### src/rtl/bcd_scan_pkg.sv
package bcd_scan_pkg;

  typedef enum logic {
    SRC_INT = 1'b0,
    SRC_EXT = 1'b1
  } scan_src_e;

  // Next position of a scan over `count` positions, wrapping to 0.
  function automatic int wrap_next(input int cur, input int count);
    return (cur + 1 >= count) ? 0 : cur + 1;
  endfunction

  // Width needed to hold 0..count-1, never below 1.
  function automatic int idx_width(input int count);
    return (count > 1) ? $clog2(count) : 1;
  endfunction

endpackage

### src/rtl/scan_tick_gen.sv
module scan_tick_gen #(
  parameter int SCAN_DIV = 1000
) (
  input  logic clk,
  input  logic rst_n,
  input  logic int_dis_i,
  input  logic ext_clk_i,
  output logic tick_o,
  output logic use_ext_o,
  output logic scan_clk_o
);
  import bcd_scan_pkg::*;

  localparam int DIV_W = idx_width(SCAN_DIV);
  localparam int HALF  = SCAN_DIV / 2;
  localparam logic [DIV_W-1:0] DIV_LAST = DIV_W'(SCAN_DIV - 1);
  localparam logic [DIV_W-1:0] DIV_HALF = DIV_W'(HALF);

  logic             dis_s1;
  scan_src_e        src_q;
  logic [2:0]       ext_sh;
  logic [DIV_W-1:0] div_cnt;
  logic             int_tick;
  logic             ext_tick;

  always_ff @(posedge clk or negedge rst_n) begin
    if (!rst_n) begin
      dis_s1  <= 1'b0;
      src_q   <= SRC_INT;
      ext_sh  <= '0;
      div_cnt <= '0;
    end else begin
      dis_s1 <= int_dis_i;
      src_q  <= dis_s1 ? SRC_EXT : SRC_INT;
      ext_sh <= {ext_sh[1:0], ext_clk_i};
      if (src_q == SRC_EXT) begin
        div_cnt <= '0;
      end else if (div_cnt == DIV_LAST) begin
        div_cnt <= '0;
      end else begin
        div_cnt <= div_cnt + DIV_W'(1);
      end
    end
  end

  assign int_tick   = (src_q == SRC_INT) && (div_cnt == DIV_LAST);
  assign ext_tick   = (src_q == SRC_EXT) && ext_sh[1] && !ext_sh[2];
  assign tick_o     = int_tick || ext_tick;
  assign use_ext_o  = (src_q == SRC_EXT);
  assign scan_clk_o = (src_q == SRC_INT) && (div_cnt < DIV_HALF);

endmodule

### src/rtl/scan_slot_ctr.sv
module scan_slot_ctr #(
  parameter int NUM_DIGITS = 7,
  parameter int SLOT_W     = 3
) (
  input  logic              clk,
  input  logic              rst_n,
  input  logic              tick_i,
  output logic [SLOT_W-1:0] slot_o,
  output logic              wrap_o,
  output logic              slot0_o
);
  import bcd_scan_pkg::*;

  localparam logic [SLOT_W-1:0] SLOT_LAST = SLOT_W'(NUM_DIGITS - 1);

  logic [SLOT_W-1:0] slot_q;

  always_ff @(posedge clk or negedge rst_n) begin
    if (!rst_n) begin
      slot_q <= '0;
    end else if (tick_i) begin
      slot_q <= SLOT_W'(wrap_next(int'(slot_q), NUM_DIGITS));
    end
  end

  assign slot_o  = slot_q;
  assign wrap_o  = tick_i && (slot_q == SLOT_LAST);
  assign slot0_o = (slot_q == '0);

endmodule

### src/rtl/scan_valid_ctl.sv
module scan_valid_ctl (
  input  logic clk,
  input  logic rst_n,
  input  logic busy_i,
  input  logic ovf_i,
  input  logic wrap_i,
  output logic data_good_o,
  output logic overflow_o
);

  logic good_q;
  logic ovf_q;

  always_ff @(posedge clk or negedge rst_n) begin
    if (!rst_n) begin
      good_q <= 1'b0;
      ovf_q  <= 1'b0;
    end else if (busy_i) begin
      good_q <= 1'b0;
      ovf_q  <= 1'b0;
    end else if (wrap_i) begin
      good_q <= 1'b1;
      ovf_q  <= ovf_i;
    end
  end

  assign data_good_o = good_q;
  assign overflow_o  = ovf_q;

endmodule

### src/rtl/bcd_digit_scanner.sv
module bcd_digit_scanner #(
  parameter int NUM_DIGITS = 7,
  parameter int DIGIT_W    = 4,
  parameter int SCAN_DIV   = 1000
) (
  input  logic                          clk,
  input  logic                          rst_n,
  input  logic [NUM_DIGITS*DIGIT_W-1:0] result_i,
  input  logic                          overflow_i,
  input  logic                          latch_busy_i,
  input  logic                          int_scan_dis_i,
  input  logic                          ext_scan_clk_i,
  output logic                          scan_clk_o,
  output logic [DIGIT_W-1:0]            digit_o,
  output logic                          slot0_o,
  output logic                          data_good_o,
  output logic                          overflow_o
);
  import bcd_scan_pkg::*;

  localparam int SLOT_W = idx_width(NUM_DIGITS);

  // Internal events, named for the checker
  logic              scan_tick;
  logic              scan_wrap;
  logic              use_ext;
  logic [SLOT_W-1:0] scan_slot;
  logic [DIGIT_W-1:0] digit_arr [NUM_DIGITS];

  scan_tick_gen #(
    .SCAN_DIV(SCAN_DIV)
  ) u_tick (
    .clk       (clk),
    .rst_n     (rst_n),
    .int_dis_i (int_scan_dis_i),
    .ext_clk_i (ext_scan_clk_i),
    .tick_o    (scan_tick),
    .use_ext_o (use_ext),
    .scan_clk_o(scan_clk_o)
  );

  scan_slot_ctr #(
    .NUM_DIGITS(NUM_DIGITS),
    .SLOT_W    (SLOT_W)
  ) u_slot (
    .clk    (clk),
    .rst_n  (rst_n),
    .tick_i (scan_tick),
    .slot_o (scan_slot),
    .wrap_o (scan_wrap),
    .slot0_o(slot0_o)
  );

  scan_valid_ctl u_valid (
    .clk        (clk),
    .rst_n      (rst_n),
    .busy_i     (latch_busy_i),
    .ovf_i      (overflow_i),
    .wrap_i     (scan_wrap),
    .data_good_o(data_good_o),
    .overflow_o (overflow_o)
  );

  for (genvar g = 0; g < NUM_DIGITS; g++) begin : g_digit
    assign digit_arr[g] = result_i[g*DIGIT_W +: DIGIT_W];
  end

  always_comb begin
    digit_o = '0;
    for (int k = 0; k < NUM_DIGITS; k++) begin
      if (scan_slot == SLOT_W'(k)) digit_o = digit_arr[k];
    end
  end

endmodule

### config.mk
export PLATFORM = sky130hd
export DESIGN_NAME = bcd_digit_scanner
export DESIGN_NICKNAME = d
export VERILOG_FILES = /design/src/rtl/bcd_scan_pkg.sv /design/src/rtl/scan_tick_gen.sv /design/src/rtl/scan_slot_ctr.sv /design/src/rtl/scan_valid_ctl.sv /design/src/rtl/bcd_digit_scanner.sv
export SDC_FILE = /design/constraint.sdc
export NUM_CORES = 1
export LEC_CHECK = 0
export ABC_AREA = 1
export BUFFER_PORTS_ARGS = -buffer_cell sky130_fd_sc_hd__buf_2
export CORE_UTILIZATION = 25
export DETAILED_ROUTE_END_ITERATION = 6
export PLACE_DENSITY_LB_ADDON = 0.1
export SYNTH_ARGS = -nofsm -noshare
export SYNTH_HDL_FRONTEND = slang
export SYNTH_SLANG_ARGS = --single-unit
### constraint.sdc
create_clock -name clk -period 2.5 [get_ports clk]
set_clock_uncertainty 0.2 [all_clocks]
set_input_delay 0.125 -clock clk [delete_from_list [all_inputs] [get_ports clk]]
set_output_delay 0.125 -clock clk [all_outputs]
set_load 0.01 [all_outputs]
==> impl_metrics.yaml <==
clock_network:
  cts_buffers: 3
  post_cts_buffers: 0
  cts_resized: 0
  clk_latency_ns: 0.25
  clkSinkCount: 20
  root_buffer: "clkbuf_8"
  cts.path.max_buffers: 2
  ctsHtreeMaxLevel: 1
  tritoncts: "done"
  path_clk_slew_ns: 0.07
routing:
  vias: 1314
  detail-route-antenna-nets: 0
  wl_per_cell_um: 9.37
  drt_pass1_iterations: 4
  viasPerCell: 4.03
  drtIter0Drc: 51
  drc: 0
  routed_wl_um: 3050
die:
  start_util_pct: 26.6
  num_io_pins: 42
  die_height_um: 76.7
  fp-row-count: 26
  die_w_um: 76.7
  dieArea_um2: 5880
  core_um2: 5240
critical_path:
  cp-end-kind: "output pin"
  start_kind: "register"
  worstPathCellList: "inv_1 -> ha_1 -> inv_1 -> nor2_1 -> nand2_1 -> nand2_1 -> nand2_1 -> nand2_1 -> nand2_1 -> nand2_1 -> nand2_1 -> nand2_1 -> buf_2"
  worst_ep_required_time_ns: 2.17
  critPathBufInv: 3
  slowest_delay_ns: 0.42
  crit_family: "simple AND/OR/NAND/NOR gates"
  cpMaxStageDelayCell: "dfrtp_1"
  cp.arrival_ns: 1.91
  critPathMostFrequentCell: "nand2_1"
  path_class: "reg2out"
  cp_max_fo: 7
grt:
  grt_antenna_before_repair: 0
  gr-total-overflow: 0
  grt_use_total_pct: 11.2
  grt_pass1_vias: 1263
  grt_pass1_wl_um: 5410
  grt_max_degree: 21
final_layout:
  fin_nets: 297
  antenna_cells: 0
  area_delta_synth_final_pct: 28.5
  final_cell_area_um2: 1790
  fin_util_pct: 34.2
  drive_above_1_share_pct: 25.4
  stdcell_count: 326
power_and_ir_drop:
  seqPwrFrac_pct: 29.1
  combinationalPowerShare_pct: 52.5
  vdd_ir_drop_max_v: 0.000317
  switching_share_pct: 42.0
  power_mw: 1.32
  leakage_nw: 1.00
  p_switching_mw: 0.553
  powerDensity_nw_per_um2: 734
  power.internal_mw: 0.764
  pwr-share-clk_pct: 18.4
placement:
  dp_hpwl_um: 2470
  placed_area_um2: 1690
  port_buffers: 41
  post-place-ws_ns: 0.527
  dp.cells: 317
  gp_congestion: 0.751
sta:
  rsz0062_at_grt: "no"
  period_needed_ns: 2.23
  fmax_mhz: 448
  finalCritPeriodShare_pct: 89.3
  slew_viol_final: 0
  tightest_slew_ns: 0.440
  hold_violations: 0
  slew_headroom_pct: 70.7
  finalSetupViolCount: 0
  fin_setup_tns_ns: 0
  setup_ws_ns: 0.268
  whs_ns: 0.141
logic_synthesis:
  synth_most_common_cell: "nand2_1"
  syn_avg_cell_area_um2: 6.77
  synthArstFlopShare_pct: 100
  synthesis.area_um2: 1400
  synth_edf_count: 0
  yosys.area.top_type: "dfrtp_1"
  synth_nets: 246
  yosysWarningCount: 0
  seq_area_frac_synth_pct: 35.9
  netlist-cell-type-count: 25
  synthTopCellsByArea: "dfrtp_1 (36%), nand2_1 (18%), inv_1 (9.4%), nor2_1 (9.1%), ha_1 (5.4%)"
  netlist.area_leader.share_pct: 35.9
  synth-seq-cells: 20
  synth_commonest_cells: "nand2_1 (66), inv_1 (35), nor2_1 (34), dfrtp_1 (20), nand3_1 (8)"
  syn-instance-count: 206
  synthFlopType: "dfrtp_1"
status:
  status: "finished clean"
worst_hold_path:
  min_path_type: "in2async"
flow_run:
  drv_cap: 0
==> kinds of logic after synthesis <==
kind of cell,count (synthesis),share of synthesized area [%]
AO/OA/AOI/OAI,14,6.37
XOR/XNOR,1,0.628
adder cells (fa/ha/maj),6,5.38
buffers and inverters,38,10.5
flip-flops,20,35.9
AND/OR/NAND/NOR,127,41.3
==> area by class of cell <==
class                   instances  area (um^2)
well taps                      70         87.6
repair buffers                 47          263
fillers                       595         3440
clock buffers                   4         55.1
flip-flops and latches         20          500
inverters                      37          139
multi-input cells             148          748
==> placed cells by master (no fill, tap or decap), types with 4 or more instances in the layout <==
cell           netlist  final
dfrtp_1             20     20
buf_2                0     41
a21oi_1              4      4
nand2_1             66     66
ha_1                 6      6
nor2_1              34     34
inv_1               35     35
dlygate4sd3_1        0      5
clkbuf_8             0      4
nand3_1              8      8
==> power by group through the flow <==
stage / clock network, mW / logic, mW / registers, mW
global route: 0.266 / 0.800 / 0.390
global placement: 0 / 0.710 / 0.392
CTS: 0.256 / 0.704 / 0.384
floorplan: 0 / 0.482 / 0.384
finish: 0.243 / 0.691 / 0.383
detailed placement: 0 / 0.697 / 0.390
==> registers in the layout, indices dropped and copies added, names as in the netlist <==
register             count
u_tick.div_cnt          10
u_tick.use_ext_o         1
u_tick.ext_sh            3
u_valid.overflow_o       1
u_valid.data_good_o      1
u_tick.dis_s1            1
u_slot.slot_o            3
==> layer usage <==
metal  part of all wire [%]  up-vias  wire length [um]  track usage [%]
met5                      0        -                 0                0
met4                   0.88        0                27             2.31
met3                    3.4        5               103             2.26
met2                     44       23              1350             19.1
met1                     52      566              1580             14.5
li1                       -      720                 -                -
==> worst reg2reg max path: stages, from the launching register on <==
cell and delay [ns]:
dfrtp_1 0.42, inv_1 0.12, ha_1 0.32, nand2_1 0.16, inv_2 0.16, nand3_4 0.10
nand3_1 0.08, nand2_1 0.05
==> final timing paths <==
path | startpoint | to | slack (ns) | cells after the start
max | u_slot.slot_o[1] | digit_o[1] | 0.27 | 13
min | rst_n | u_tick.div_cnt[7] | 0.14 | 2
max reg2reg | u_slot.slot_o[0] | u_valid.overflow_o | 0.79 | 7
min reg2reg | u_tick.ext_sh[0] | u_tick.ext_sh[1] | 0.15 | 0
max in group asynchronous | rst_n | u_tick.ext_sh[2] | 1.65 | 2
min in group clk | u_tick.ext_sh[0] | u_tick.ext_sh[1] | 0.15 | 0
==> timing repair <==
action,4_1_cts,5_1_grt
endpoints found under the setup margin,0,0
hold buffers,5,0
hold endpoints to repair,24,0
(Power assumes the default switching activity.)
